[src/rtl/uart_tx_brk_pkg.sv]
package uart_tx_brk_pkg;
  typedef enum logic [1:0] {ST_IDLE, ST_SHIFT, ST_BREAK, ST_MARK} tx_state_e;

  localparam logic [4:0] CMD_TX_RESET = 5'b00011;
  localparam logic [4:0] CMD_BRK_ON   = 5'b00110;
  localparam logic [4:0] CMD_BRK_OFF  = 5'b00111;
  localparam logic [4:0] CMD_RTS_LOW  = 5'b01000;
  localparam logic [4:0] CMD_RTS_HIGH = 5'b01001;
endpackage

[src/rtl/uart_tx_brk_cmd.sv]
module uart_tx_brk_cmd
  import uart_tx_brk_pkg::*;
(
  input  logic       clk_i,
  input  logic       rst_ni,
  input  logic       cmd_valid_i,
  input  logic [4:0] cmd_i,
  output logic       tx_rst_o,
  output logic       brk_on_o,
  output logic       brk_off_o,
  output logic       rts_no
);
  assign tx_rst_o  = cmd_valid_i && (cmd_i == CMD_TX_RESET);
  assign brk_on_o  = cmd_valid_i && (cmd_i == CMD_BRK_ON);
  assign brk_off_o = cmd_valid_i && (cmd_i == CMD_BRK_OFF);

  always_ff @(posedge clk_i or negedge rst_ni) begin
    if (!rst_ni)                                      rts_no <= 1'b1;
    else if (cmd_valid_i && cmd_i == CMD_RTS_LOW)     rts_no <= 1'b0;
    else if (cmd_valid_i && cmd_i == CMD_RTS_HIGH)    rts_no <= 1'b1;
  end

  assert_rts_low_R9: assert property (@(posedge clk_i) disable iff (!rst_ni)
    (cmd_valid_i && cmd_i == CMD_RTS_LOW) |=> !rts_no);
  assert_rts_high_R9: assert property (@(posedge clk_i) disable iff (!rst_ni)
    (cmd_valid_i && cmd_i == CMD_RTS_HIGH) |=> rts_no);
endmodule

[src/rtl/uart_tx_brk_fifo.sv]
module uart_tx_brk_fifo #(
  parameter int DW    = 8,
  parameter int DEPTH = 8
) (
  input  logic          clk_i,
  input  logic          rst_ni,
  input  logic          clr_i,
  input  logic          push_i,
  input  logic [DW-1:0] data_i,
  input  logic          pop_i,
  output logic [DW-1:0] data_o,
  output logic          empty_o
);
  localparam int AW = $clog2(DEPTH);
  localparam int CW = $clog2(DEPTH + 1);
  localparam logic [AW-1:0] LAST = AW'(DEPTH - 1);

  logic [DW-1:0] mem_q [DEPTH];
  logic [AW-1:0] wr_ptr_q, rd_ptr_q;
  logic [CW-1:0] count_q;
  logic          full, do_push, do_pop;

  assign full    = (count_q == CW'(DEPTH));
  assign empty_o = (count_q == '0);
  assign do_push = push_i && !full && !clr_i;
  assign do_pop  = pop_i && !empty_o && !clr_i;
  assign data_o  = mem_q[rd_ptr_q];

  always_ff @(posedge clk_i or negedge rst_ni) begin
    if (!rst_ni) begin
      wr_ptr_q <= '0;
      rd_ptr_q <= '0;
      count_q  <= '0;
    end else if (clr_i) begin
      wr_ptr_q <= '0;
      rd_ptr_q <= '0;
      count_q  <= '0;
    end else begin
      if (do_push) wr_ptr_q <= (wr_ptr_q == LAST) ? '0 : wr_ptr_q + 1'b1;
      if (do_pop)  rd_ptr_q <= (rd_ptr_q == LAST) ? '0 : rd_ptr_q + 1'b1;
      if (do_push && !do_pop)      count_q <= count_q + 1'b1;
      else if (do_pop && !do_push) count_q <= count_q - 1'b1;
    end
  end

  always_ff @(posedge clk_i) begin
    if (do_push) mem_q[wr_ptr_q] <= data_i;
  end

  assert_no_overflow_R2: assert property (@(posedge clk_i) disable iff (!rst_ni)
    (full && push_i && !pop_i && !clr_i) |=> (count_q == CW'(DEPTH)));
  assert_count_bound_R2: assert property (@(posedge clk_i) disable iff (!rst_ni)
    count_q <= CW'(DEPTH));
endmodule

[src/rtl/uart_tx_brk_ser.sv]
module uart_tx_brk_ser
  import uart_tx_brk_pkg::*;
#(
  parameter int DW = 8
) (
  input  logic          clk_i,
  input  logic          rst_ni,
  input  logic          tick_i,
  input  logic          en_i,
  input  logic          clr_i,
  input  logic          brk_on_i,
  input  logic          brk_off_i,
  input  logic          fifo_empty_i,
  input  logic [DW-1:0] fifo_data_i,
  output logic          pop_o,
  output logic          txd_o,
  output logic          idle_o
);
  localparam int FW = DW + 2;
  localparam int CW = $clog2(FW);

  tx_state_e     state_q, state_d;
  logic [FW-1:0] sh_q, sh_d;
  logic [CW-1:0] cnt_q, cnt_d;
  logic          txd_q, txd_d, pend_q, pend_d, stop_q, stop_d, launch;

  always_comb begin
    state_d = state_q;
    sh_d    = sh_q;
    cnt_d   = cnt_q;
    txd_d   = txd_q;
    pend_d  = pend_q;
    stop_d  = stop_q;
    pop_o   = 1'b0;
    launch  = 1'b0;
    if (tick_i) begin
      unique case (state_q)
        ST_IDLE:  launch = 1'b1;
        ST_SHIFT: begin
          if (cnt_q == '0) launch = 1'b1;
          else begin
            sh_d  = sh_q >> 1;
            txd_d = sh_q[1];
            cnt_d = cnt_q - 1'b1;
          end
        end
        ST_BREAK: if (stop_q) begin
          state_d = ST_MARK;
          txd_d   = 1'b1;
        end
        ST_MARK:  launch = 1'b1;
        default:  launch = 1'b1;
      endcase
    end
    if (launch) begin
      if (!fifo_empty_i && en_i) begin
        sh_d    = {1'b1, fifo_data_i, 1'b0};
        txd_d   = 1'b0;
        cnt_d   = CW'(FW - 1);
        state_d = ST_SHIFT;
        pop_o   = 1'b1;
      end else if (pend_q && fifo_empty_i) begin
        state_d = ST_BREAK;
        txd_d   = 1'b0;
        pend_d  = 1'b0;
      end else begin
        state_d = ST_IDLE;
        txd_d   = 1'b1;
      end
    end
    // commands act after the tick decision, judged on the current state
    if (brk_on_i && en_i && state_q != ST_BREAK) pend_d = 1'b1;
    if (brk_off_i) begin
      if (state_q == ST_BREAK) stop_d = 1'b1;
      else                     pend_d = 1'b0;
    end
    if (state_d != ST_BREAK) stop_d = 1'b0;
    if (clr_i) begin
      state_d = ST_IDLE;
      txd_d   = 1'b1;
      pend_d  = 1'b0;
      stop_d  = 1'b0;
      cnt_d   = '0;
      pop_o   = 1'b0;
    end
  end

  always_ff @(posedge clk_i or negedge rst_ni) begin
    if (!rst_ni) begin
      state_q <= ST_IDLE;
      sh_q    <= '1;
      cnt_q   <= '0;
      txd_q   <= 1'b1;
      pend_q  <= 1'b0;
      stop_q  <= 1'b0;
    end else begin
      state_q <= state_d;
      sh_q    <= sh_d;
      cnt_q   <= cnt_d;
      txd_q   <= txd_d;
      pend_q  <= pend_d;
      stop_q  <= stop_d;
    end
  end

  assign txd_o  = txd_q;
  assign idle_o = (state_q == ST_IDLE);

  assert_line_on_tick_R1: assert property (@(posedge clk_i) disable iff (!rst_ni)
    !$stable(txd_q) |-> $past(tick_i || clr_i));
  assert_brk_after_drain_R3: assert property (@(posedge clk_i) disable iff (!rst_ni)
    $rose(state_q == ST_BREAK) |-> $past(fifo_empty_i && tick_i));
  assert_brk_held_low_R5: assert property (@(posedge clk_i) disable iff (!rst_ni)
    (state_q == ST_BREAK && !tick_i && !clr_i) |=> (state_q == ST_BREAK && !txd_q));
  assert_mark_full_bit_R6: assert property (@(posedge clk_i) disable iff (!rst_ni)
    (state_q == ST_MARK && !tick_i && !clr_i) |=> (state_q == ST_MARK && txd_q));
endmodule

[src/rtl/uart_tx_brk.sv]
module uart_tx_brk
  import uart_tx_brk_pkg::*;
#(
  parameter int DW    = 8,
  parameter int DEPTH = 8
) (
  input  logic          clk_i,
  input  logic          rst_ni,
  input  logic          en_i,
  input  logic          tick_i,
  input  logic          cmd_valid_i,
  input  logic [4:0]    cmd_i,
  input  logic          wr_valid_i,
  input  logic [DW-1:0] wr_data_i,
  output logic          txd_o,
  output logic          rts_no,
  output logic          tx_idle_o,
  output logic          fifo_empty_o
);
  logic          tx_rst, brk_on, brk_off, pop;
  logic [DW-1:0] head;

  uart_tx_brk_cmd u_cmd (
    .clk_i, .rst_ni, .cmd_valid_i, .cmd_i,
    .tx_rst_o(tx_rst), .brk_on_o(brk_on), .brk_off_o(brk_off), .rts_no
  );

  uart_tx_brk_fifo #(.DW(DW), .DEPTH(DEPTH)) u_fifo (
    .clk_i, .rst_ni, .clr_i(tx_rst), .push_i(wr_valid_i), .data_i(wr_data_i),
    .pop_i(pop), .data_o(head), .empty_o(fifo_empty_o)
  );

  uart_tx_brk_ser #(.DW(DW)) u_ser (
    .clk_i, .rst_ni, .tick_i, .en_i, .clr_i(tx_rst), .brk_on_i(brk_on),
    .brk_off_i(brk_off), .fifo_empty_i(fifo_empty_o), .fifo_data_i(head),
    .pop_o(pop), .txd_o, .idle_o(tx_idle_o)
  );

  assert_tx_reset_R8: assert property (@(posedge clk_i) disable iff (!rst_ni)
    (cmd_valid_i && cmd_i == CMD_TX_RESET) |=> (txd_o && tx_idle_o && fifo_empty_o));
endmodule

[config.mk]
export PLATFORM = sky130hd
export DESIGN_NAME = uart_tx_brk
export DESIGN_NICKNAME = d
export VERILOG_FILES = /design/src/rtl/uart_tx_brk_pkg.sv /design/src/rtl/uart_tx_brk_cmd.sv /design/src/rtl/uart_tx_brk_fifo.sv /design/src/rtl/uart_tx_brk_ser.sv /design/src/rtl/uart_tx_brk.sv
export SDC_FILE = /design/constraint.sdc
export NUM_CORES = 1
export LEC_CHECK = 0
export ABC_AREA = 1
export BUFFER_PORTS_ARGS = -buffer_cell sky130_fd_sc_hd__buf_2
export CORE_MARGIN = 2
export CORE_UTILIZATION = 55
export CTS_CLUSTER_SIZE = 28
export DETAILED_ROUTE_END_ITERATION = 10
export PLACE_DENSITY = 0.76
export SLEW_MARGIN = 25
export SYNTH_ARGS = -nofsm -noshare
export SYNTH_HDL_FRONTEND = slang
export SYNTH_SLANG_ARGS = --single-unit
[constraint.sdc]
create_clock -name clk_i -period 3.2 [get_ports clk_i]
set_input_delay 0 -clock clk_i [delete_from_list [all_inputs] [get_ports clk_i]]
set_output_delay 0 -clock clk_i [all_outputs]
set_load 0.01 [all_outputs]
==> impl_metrics.ini, run 1 <==
[status]
status = finished, final reports clean

[sta]
layout_setup_ws_ns = 0.760
maxSlewHeadroom_pct = 40.2
final_max_slew_viol_count = 0
fmax_mhz = 410
skew_ns = 0.0205
holdWs_ns = 0.0210
setup_viol = 0
rsz0062_at_grt = no
hold_viol = 0
worst_pin_slew_ns = 0.894
setup_tns_ns = 0
min_period_ns = 2.44
finalCritPeriodShare_pct = 76.2

[yosys]
postSynthNetCount = 439
synth_seq_area_share_pct = 62.0
yosys.area_share.adder_pct = 3.38
synth_cells = 409
yosysWarnings = 0
syn_area_per_cell_um2 = 10.5
synth-compound-area-share_pct = 10.9
synthMuxAreaShare_pct = 0.262
ys_types = 38
async_flop_share_pct = 31.2
synth_ff_type = edfxtp_1
synth-xor-area-share_pct = 0.408
synth_top_family_by_area = simple AND/OR/NAND/NOR gates
syn_area_um2 = 4290
synth_edf_count = 64
ys_ff_latch = 93
yosys.area_share.simple_pct = 18.4

[floorplan]
die_area_um2 = 8520
die_h_um = 92.3
die_w_um = 92.3
fp.coreArea_um2 = 7650
num_rows = 32
ios = 23
initial_core_util_pct = 56.1

[global_routing]
grt_pass1_wl_um = 14500
grt_pass1_vias = 3084
gr-usage-all-layers_pct = 22.2
grt_max_degree = 34
antenna_found_initial = 0
grt_overflow_total = 0

[clock_tree]
post_cts_buffers = 0
clock_latency_ns = 0.36
cts_tree = done
cts_inserted_buffers = 9
cts_root_buffer = clkbuf_8
htreeDepth = 3
cts_sinks = 93
clockBufferDepth = 2
clkTransAtPathRegs_ns = 0.09

[cells_and_area]
nets = 479
regArea_um2 = 2660
area_growth_pct = 12.3
fin_cells = 555
final_area_um2 = 4820
fillers = 624
multi_input_area_um2 = 1430
diodes = 0
utilization_pct = 63.0
drive_gt1_share_pct = 16.8

[routing]
dr.pass1.iters = 5
drtAntennaViolNets = 0
routed_wl_um = 8810
drtIter0Drc = 283
vias = 3075
viasPerCell = 5.54
drcViolationCount = 0
wl_per_cell_um = 15.9

[pwr]
cellLeakagePower_nw = 1.94
power_density_nw_per_um2 = 838
ir_worst_vdd_mv = 0.417
power.total_mw = 4.04

[place]
place_congestion = 0.855
post_dp_cell_area_um2 = 4490
dp_hpwl_um = 5800
place_ws_ns = 0.884
io_buffers = 22
place_inst = 527

[worst_setup_path]
critPathMaxFanout = 7
start_kind = flip-flop
arrival_ns = 2.74
end_kind = flip-flop
criticalPathCategory = flip-flop to flip-flop
required_ns = 3.50

[hold_path]
hp-class = primary input to flip-flop

[flow_run]
maxCapViolations = 0
[cell type report]
cell class | count | share of cell area, %
inverters | 31 | 2.41
flip-flops and latches | 93 | 55.2
clock inverters | 6 | 1.48
well taps | 102 | 2.65
clock buffers | 9 | 2.57
multi-input cells | 273 | 29.7
repair buffers | 41 | 5.92
[registers in the layout, indices dropped and copies added, names as in the netlist, 2 cells and up]
signal	flops
u_ser.sh_q	9
u_ser.cnt_q	4
u_fifo.wr_ptr_q	3
u_ser.state_q	2
u_fifo.count_q	4
u_fifo.rd_ptr_q	3
u_fifo.mem_q	64
[per-layer routing]
layer / up-vias / share of wire [%] / global-route usage [%]
met5: - / 0 / 0
met4: 0 / 2.7 / 10.6
met3: 25 / 4.8 / 3.82
met2: 99 / 50 / 37.5
met1: 1476 / 42 / 28.0
li1: 1475 / - / -
[timing repair]
action / in CTS / in global routing
hold buffers: 13 / 0
endpoints found under the hold margin: 84 / 0
resized for setup: 0 / 0
[power breakdown]
part           switching [mW]  internal, mW
logic                   0.935         0.514
registers               0.191          1.62
clock network           0.417         0.364
total                    1.54          2.49
[final timing paths]
check                                  from            endpoint  slack, ns  depth (start not counted)
setup reg to reg           u_ser.state_q[0]        u_ser.pend_q       0.76                          7
setup / recovery           u_ser.state_q[0]        u_ser.pend_q       0.76                          7
min in group asynchronous            rst_ni        u_ser.stop_q       0.20                          2
max in group asynchronous            rst_ni  u_fifo.wr_ptr_q[0]       2.58                          2
hold / removal                  cmd_valid_i        u_cmd.rts_no       0.02                          3
hold reg to reg               u_ser.sh_q[9]       u_ser.sh_q[9]       0.50                          2
[layout by cell type, fill, tap and decap left out, drive strengths merged, types with 2 or more instances in the layout]
master	n
nand2	80
nor2	74
edfxtp	64
o21ai	57
inv	31
buf	28
dfrtp	18
dlygate4sd3	13
nand3	13
dfstp	11
o22ai	10
ha	10
clkbuf	9
a31oi	8
a21oi	7
clkinv	3
a211oi	2
xor2	2
nor3	2
clkinvlp	2
nand3b	2
[logic make-up after synthesis]
group | after synthesis
buffers and inverters | 43
AND/OR/NAND/NOR | 174
adder cells (fa/ha/maj) | 11
flip-flops | 93
XOR/XNOR | 2
AO/OA/AOI/OAI | 85
multiplexers | 1
[worst max-delay path, cell delays in order, from the launching register on]
cell and delay [ns]:
dfrtp_1 0.37, inv_1 0.08, ha_1 0.31, nor4_1 0.31, nand2_1 0.07, dlygate4sd3_1 0.56, a21oi_1 0.12, dlygate4sd3_1 0.57
[Yosys cell counts, types with 3 or more instances]
master | n | area share [%]
nand2_1 | 73 | 6.4
nor2_1 | 67 | 5.9
edfxtp_1 | 64 | 45
o21ai_0 | 50 | 5.8
inv_1 | 27 | 2.4
dfrtp_1 | 18 | 10
nand3_1 | 12 | 1.4
dfstp_2 | 11 | 6.7
ha_1 | 10 | 2.9
o22ai_1 | 10 | 1.5
buf_2 | 8 | 0.93
a21oi_1 | 7 | 0.82
o21ai_1 | 7 | 0.82
a31oi_1 | 6 | 0.87
nand2_4 | 4 | 1.0
nor2_2 | 4 | 0.58
nand2_2 | 3 | 0.44
No activity file was read; power rests on OpenSTA's default activity.
==> run 2: changes to the inputs <==
==> constraint.sdc (replaced) <==
create_clock -name clk_i -period 2.6 [get_ports clk_i]
set_input_delay 0 -clock clk_i [delete_from_list [all_inputs] [get_ports clk_i]]
set_output_delay 0 -clock clk_i [all_outputs]
set_load 0.01 [all_outputs]
==> run 2 against run 1 <==
Compared with the run above:
- global-route usage shrank 0.063 points
- clock power grew 15%
- critical endpoint is now u_fifo.count_q[3]
- count of clock-buffer cells in the layout stayed put
- routed wire length is 2.0% lower
- critical path type unchanged
- largest power group unchanged
- combinational power is 26% higher
- total power is 22% higher
- utilization is 0.26 points higher
==> impl_metrics.ini, run 2 (synthesis gave the netlist of run 1 again) <==
[hold_path]
hp-class = primary input to flip-flop
hold_depth = 5
holdCritStartpoint = tick_i
worstHoldEndpoint = u_ser.txd_o

[flow_run]
maxCapViolations = 0

[worst_setup_path]
critPathMaxFanout = 10
r2r_end = u_fifo.count_q[3]
arrival_ns = 2.63
crit_buf_inv = 1
slowest_stage = dfrtp_1
required_ns = 2.90
r2r.worst_path.cells = 14
path_common_cell = nand2_1
max_stage_delay_ns = 0.37
end_kind = flip-flop
setup.worst_path.start = u_ser.state_q[0]
path_cells = inv_1 -> ha_1 -> nor2_4 -> nand3b_4 -> nand2_2 -> ha_1 -> a21oi_1 -> nand2_1 -> nand2_1 -> nand2_1 -> nand3b_1 -> nand2_1 -> nand2_1 -> nand2_1
regToRegSetupSlack_ns = 0.27
cp_top_family = simple AND/OR/NAND/NOR gates
criticalPathCategory = flip-flop to flip-flop
reg2reg_from = u_ser.state_q[0]
start_kind = flip-flop

[routing]
routed_wl_um = 8640
dr.pass1.iters = 4
drcViolationCount = 0
wl_per_cell_um = 15.4
vias = 3010
drtIter0Drc = 203
drtAntennaViolNets = 0
viasPerCell = 5.38

[global_routing]
grt_overflow_total = 0
gr-usage-all-layers_pct = 22.2
grt_pass1_vias = 3025
antenna_found_initial = 0
grt_max_degree = 35
grt_pass1_wl_um = 14300

[clock_tree]
clockBufferDepth = 2
cts_tree = done
cts_sinks = 93
cts_root_buffer = clkbuf_8
clock_latency_ns = 0.36
htreeDepth = 3
clkTransAtPathRegs_ns = 0.09
cts_inserted_buffers = 9

[cells_and_area]
largest_reg_flops = 64
regMostFlops = u_fifo.mem_q
final_common_cell = nand2_1
utilization_pct = 63.3
drive_gt1_share_pct = 17.7
nets = 483
reg.largest.list = u_fifo.mem_q x64, u_ser.sh_q x9
final_cell_mix = nand2_1, nor2_1, edfxtp_1
area_growth_pct = 12.8
final_area_um2 = 4840
fin_cells = 560
diodes = 0

[sta]
fmax_mhz = 429
setup_viol = 0
maxSlewHeadroom_pct = 55.9
setup_tns_ns = 0
final_max_slew_viol_count = 0
finalCritPeriodShare_pct = 89.6
rsz0062_at_grt = no
skew_ns = 0.00972
min_period_ns = 2.33
hold_viol = 0
worst_pin_slew_ns = 0.662

[floorplan]
die_w_um = 92.3
die_area_um2 = 8520
ios = 23
initial_core_util_pct = 56.1
fp.coreArea_um2 = 7650
die_h_um = 92.3
num_rows = 32

[status]
status = finished, final reports clean

[place]
post_dp_cell_area_um2 = 4520
place_congestion = 0.838
io_buffers = 22
dp_hpwl_um = 5460
place_inst = 531

[pwr]
ir_worst_vdd_mv = 0.484
power_density_nw_per_um2 = 1020
cellLeakagePower_nw = 1.96
run 2: changes by cell type in the layout (fill, tap and decap cells not counted), sizes merged:
cell    before  now
clkinv       3    4
inv         31   32
buf         28   32
bufinv       1    0
run 2: layout make-up:
cell class,count,area [um2]
Multi-Input combinational cell,273,1440
Fill cell,606,2810
Timing Repair Buffer,45,315
Tap cell,102,128
Sequential cell,93,2660
Inverter,31,116
Clock inverter,7,58.8
Clock buffer,9,124
run 2: worst max-delay path by stage:
stage | end | slack (ns) | depth (start not counted)
after floorplan | u_fifo.count_q[3] | 0.54 | 14
after global placement | u_fifo.count_q[3] | 0.42 | 14
after detailed placement | u_fifo.count_q[3] | 0.29 | 14
after CTS | u_fifo.count_q[3] | 0.24 | 14
after global routing | u_fifo.count_q[3] | 0.05 | 14
final | u_fifo.count_q[3] | 0.27 | 14
run 2: per-stage QoR:
stage          setup WS, ns  total power, mW  hold WS [ns]
6_report              0.271             4.91        0.0719
5_1_grt              0.0488             5.29        0.0767
4_1_cts               0.237             4.93        0.0585
3_5_place_dp          0.289             4.01        0.0675
3_3_place_gp          0.420             3.93        0.0552
2_1_floorplan         0.542             3.56        -0.296
run 2: per-layer routing:
layer	wire [um]	part of all wire, %	global-route usage [%]	vias up
met5	0	0	0	-
met3	489	5.7	5.13	16
met1	3780	44	28.8	1414
met2	4230	49	37.0	91
met4	141	1.6	7.34	0
li1	-	-	-	1489
run 2: worst reg2reg max path: stages, from the launching register on:
cell,delay (ns)
dfrtp_1,0.37
inv_1,0.08
ha_1,0.30
nor2_4,0.20
nand3b_4,0.17
nand2_2,0.15
ha_1,0.27
a21oi_1,0.19
nand2_1,0.08
nand2_1,0.06
nand2_1,0.07
nand3b_1,0.16
nand2_1,0.06
nand2_1,0.05
nand2_1,0.05
run 2: where the power goes:
group,internal [mW],switching [mW],total [mW]
Combinational,0.655,1.17,1.83
Clock,0.362,0.536,0.898
Sequential,1.99,0.197,2.18
Total,3.01,1.91,4.91
run 2: timing repair:
item,4_1_cts,5_1_grt
hold buffers,13,0
resized for setup,0,1
endpoints found under the hold margin,84,0
setup endpoints to repair,0,1
setup buffers,0,0
==> run 3: changes to the inputs <==
--- a/config.mk
+++ b/config.mk
@@ -7,11 +7,12 @@
 export LEC_CHECK = 0
 export ABC_AREA = 1
 export BUFFER_PORTS_ARGS = -buffer_cell sky130_fd_sc_hd__buf_2
+export CORE_ASPECT_RATIO = 1.1
 export CORE_MARGIN = 2
-export CORE_UTILIZATION = 55
+export CORE_UTILIZATION = 30
 export CTS_CLUSTER_SIZE = 28
 export DETAILED_ROUTE_END_ITERATION = 10
-export PLACE_DENSITY = 0.76
+export PLACE_DENSITY = 0.48
 export SLEW_MARGIN = 25
 export SYNTH_ARGS = -nofsm -noshare
 export SYNTH_HDL_FRONTEND = slang
==> run 3 against run 2 <==
Compared with the run above:
- fmax is 4.7% lower
- critical endpoint is now u_ser.pend_q
- highest routed layer unchanged
- largest cell class unchanged
- clock skew is 0.0012 ns higher
- via count is 1.3% lower
- routed wire length is 6.0% higher
==> impl_metrics.ini, run 3 (synthesis gave the netlist of run 1 again) <==
[routing]
drcViolationCount = 0
viasPerCell = 4.60
routed_wl_um = 9150
vias = 2970
drtIter0Drc = 118
dr.pass1.iters = 4
wl_per_cell_um = 14.2
drtAntennaViolNets = 0

[floorplan]
num_rows = 45
die_area_um2 = 15300
initial_core_util_pct = 30.9
die_w_um = 118
die_h_um = 129
fp.coreArea_um2 = 13900
ios = 23

[sta]
maxSlewHeadroom_pct = 54.7
setup_tns_ns = 0
finalCritPeriodShare_pct = 94.0
skew_ns = 0.0109
hold_viol = 0
rsz0062_at_grt = no
fmax_mhz = 409
layout_setup_ws_ns = 0.157
final_max_slew_viol_count = 0
setup_viol = 0
holdWs_ns = 0.0327
min_period_ns = 2.44
worst_pin_slew_ns = 0.680

[cells_and_area]
area_growth_pct = 18.0
drive_gt1_share_pct = 17.7
final_cell_mix = nand2_1, nor2_1, edfxtp_1
fillers = 1405
largest_reg_flops = 64
final_common_cell = nand2_1
utilization_pct = 36.4
reg.largest.list = u_fifo.mem_q x64, u_ser.sh_q x9
regMostFlops = u_fifo.mem_q
diodes = 0
nets = 483

[worst_setup_path]
critPathMaxFanout = 7
regToRegSetupSlack_ns = 0.16
criticalPathCategory = flip-flop to flip-flop
r2r_end = u_ser.pend_q
endpoint = u_ser.pend_q
reg2reg_from = u_ser.state_q[0]
arrival_ns = 2.73
start_kind = flip-flop
required_ns = 2.88
setup.worst_path.start = u_ser.state_q[0]
r2r.worst_path.cells = 7
end_kind = flip-flop

[global_routing]
gr-usage-all-layers_pct = 13.0
grt_max_degree = 35
grt_pass1_vias = 2922
antenna_found_initial = 0
grt_overflow_total = 0
grt_pass1_wl_um = 14900

[clock_tree]
clkTransAtPathRegs_ns = 0.07
clockBufferDepth = 2
cts_inserted_buffers = 9
htreeDepth = 3
cts_tree = done
cts_sinks = 93
clock_latency_ns = 0.35
cts_root_buffer = clkbuf_16

[hold_path]
hold_depth = 3
holdCritStartpoint = cmd_valid_i
hp-class = primary input to flip-flop

[place]
place_ws_ns = 0.310
dp_hpwl_um = 5900
place_congestion = 0.755
io_buffers = 22

[pwr]
power_density_nw_per_um2 = 1050
ir_worst_vdd_mv = 0.405
cellLeakagePower_nw = 2.01

[status]
status = finished, final reports clean

[flow_run]
maxCapViolations = 0
-- run 3: cell types whose count changed in the layout (fill, tap and decap cells not counted), sizes merged --
cell / change
inv: -1
bufinv: +1
-- run 3: power breakdown --
group / total (mW) / switching, mW / internal (mW) / leakage (nW)
Sequential: 2.19 / 0.197 / 1.99 / 0.921
Clock: 1.31 / 0.563 / 0.746 / 0.140
Combinational: 1.83 / 1.18 / 0.650 / 0.950
Total: 5.32 / 1.94 / 3.39 / 2.01
-- run 3: routing by layer --
metal | up-vias | global-route usage, % | part of all wire, %
met4 | 0 | 5.53 | 2.4
li1 | 1487 | - | -
met3 | 12 | 3.57 | 3.2
met1 | 1436 | 16.0 | 46
met2 | 35 | 21.6 | 48
met5 | - | 0 | 0
-- run 3: per-stage QoR --
step / power (mW) / instances / cell area, um2
final: 5.32 / 646 / 5060
after detailed placement: 4.06 / 617 / 4630
after CTS: 5.40 / 646 / 5060
after global placement: 4.04 / 617 / 4630
after floorplan: 3.56 / 409 / 4290
after global routing: 5.75 / 646 / 5060
-- run 3: layout make-up --
class / instances / area [um2] / share of cell area, %
sequential: 93 / 2660 / 52.6
multi-input combinational: 273 / 1440 / 28.4
timing repair buffer: 45 / 315 / 6.23
tap: 188 / 235 / 4.65
clock buffer: 9 / 225 / 4.45
inverter: 31 / 116 / 2.30
clock inverter: 7 / 71.3 / 1.41
-- run 3: how the worst min path moves through the flow --
stage	to	slack (ns)
floorplan	u_fifo.count_q[0]	-0.30
global placement	u_fifo.count_q[0]	0.08
detailed placement	u_fifo.count_q[0]	0.09
CTS	u_cmd.rts_no	0.02
global route	u_cmd.rts_no	0.04
finish	u_cmd.rts_no	0.03
-- run 3: timing repair --
action                                  4_1_cts  5_1_grt
endpoints found under the setup margin        0        1
hold endpoints to repair                     84        0
gates resized for setup                       0        1
hold buffers                                 13        0
buffers inserted                              0        0
-- run 3: worst max-delay path: stages (launching register included) --
cell	delay, ns
dfrtp_1	0.35
inv_1	0.07
ha_1	0.31
nor4_2	0.33
nand2_1	0.08
dlygate4sd3_1	0.56
a21oi_1	0.11
dlygate4sd3_1	0.56
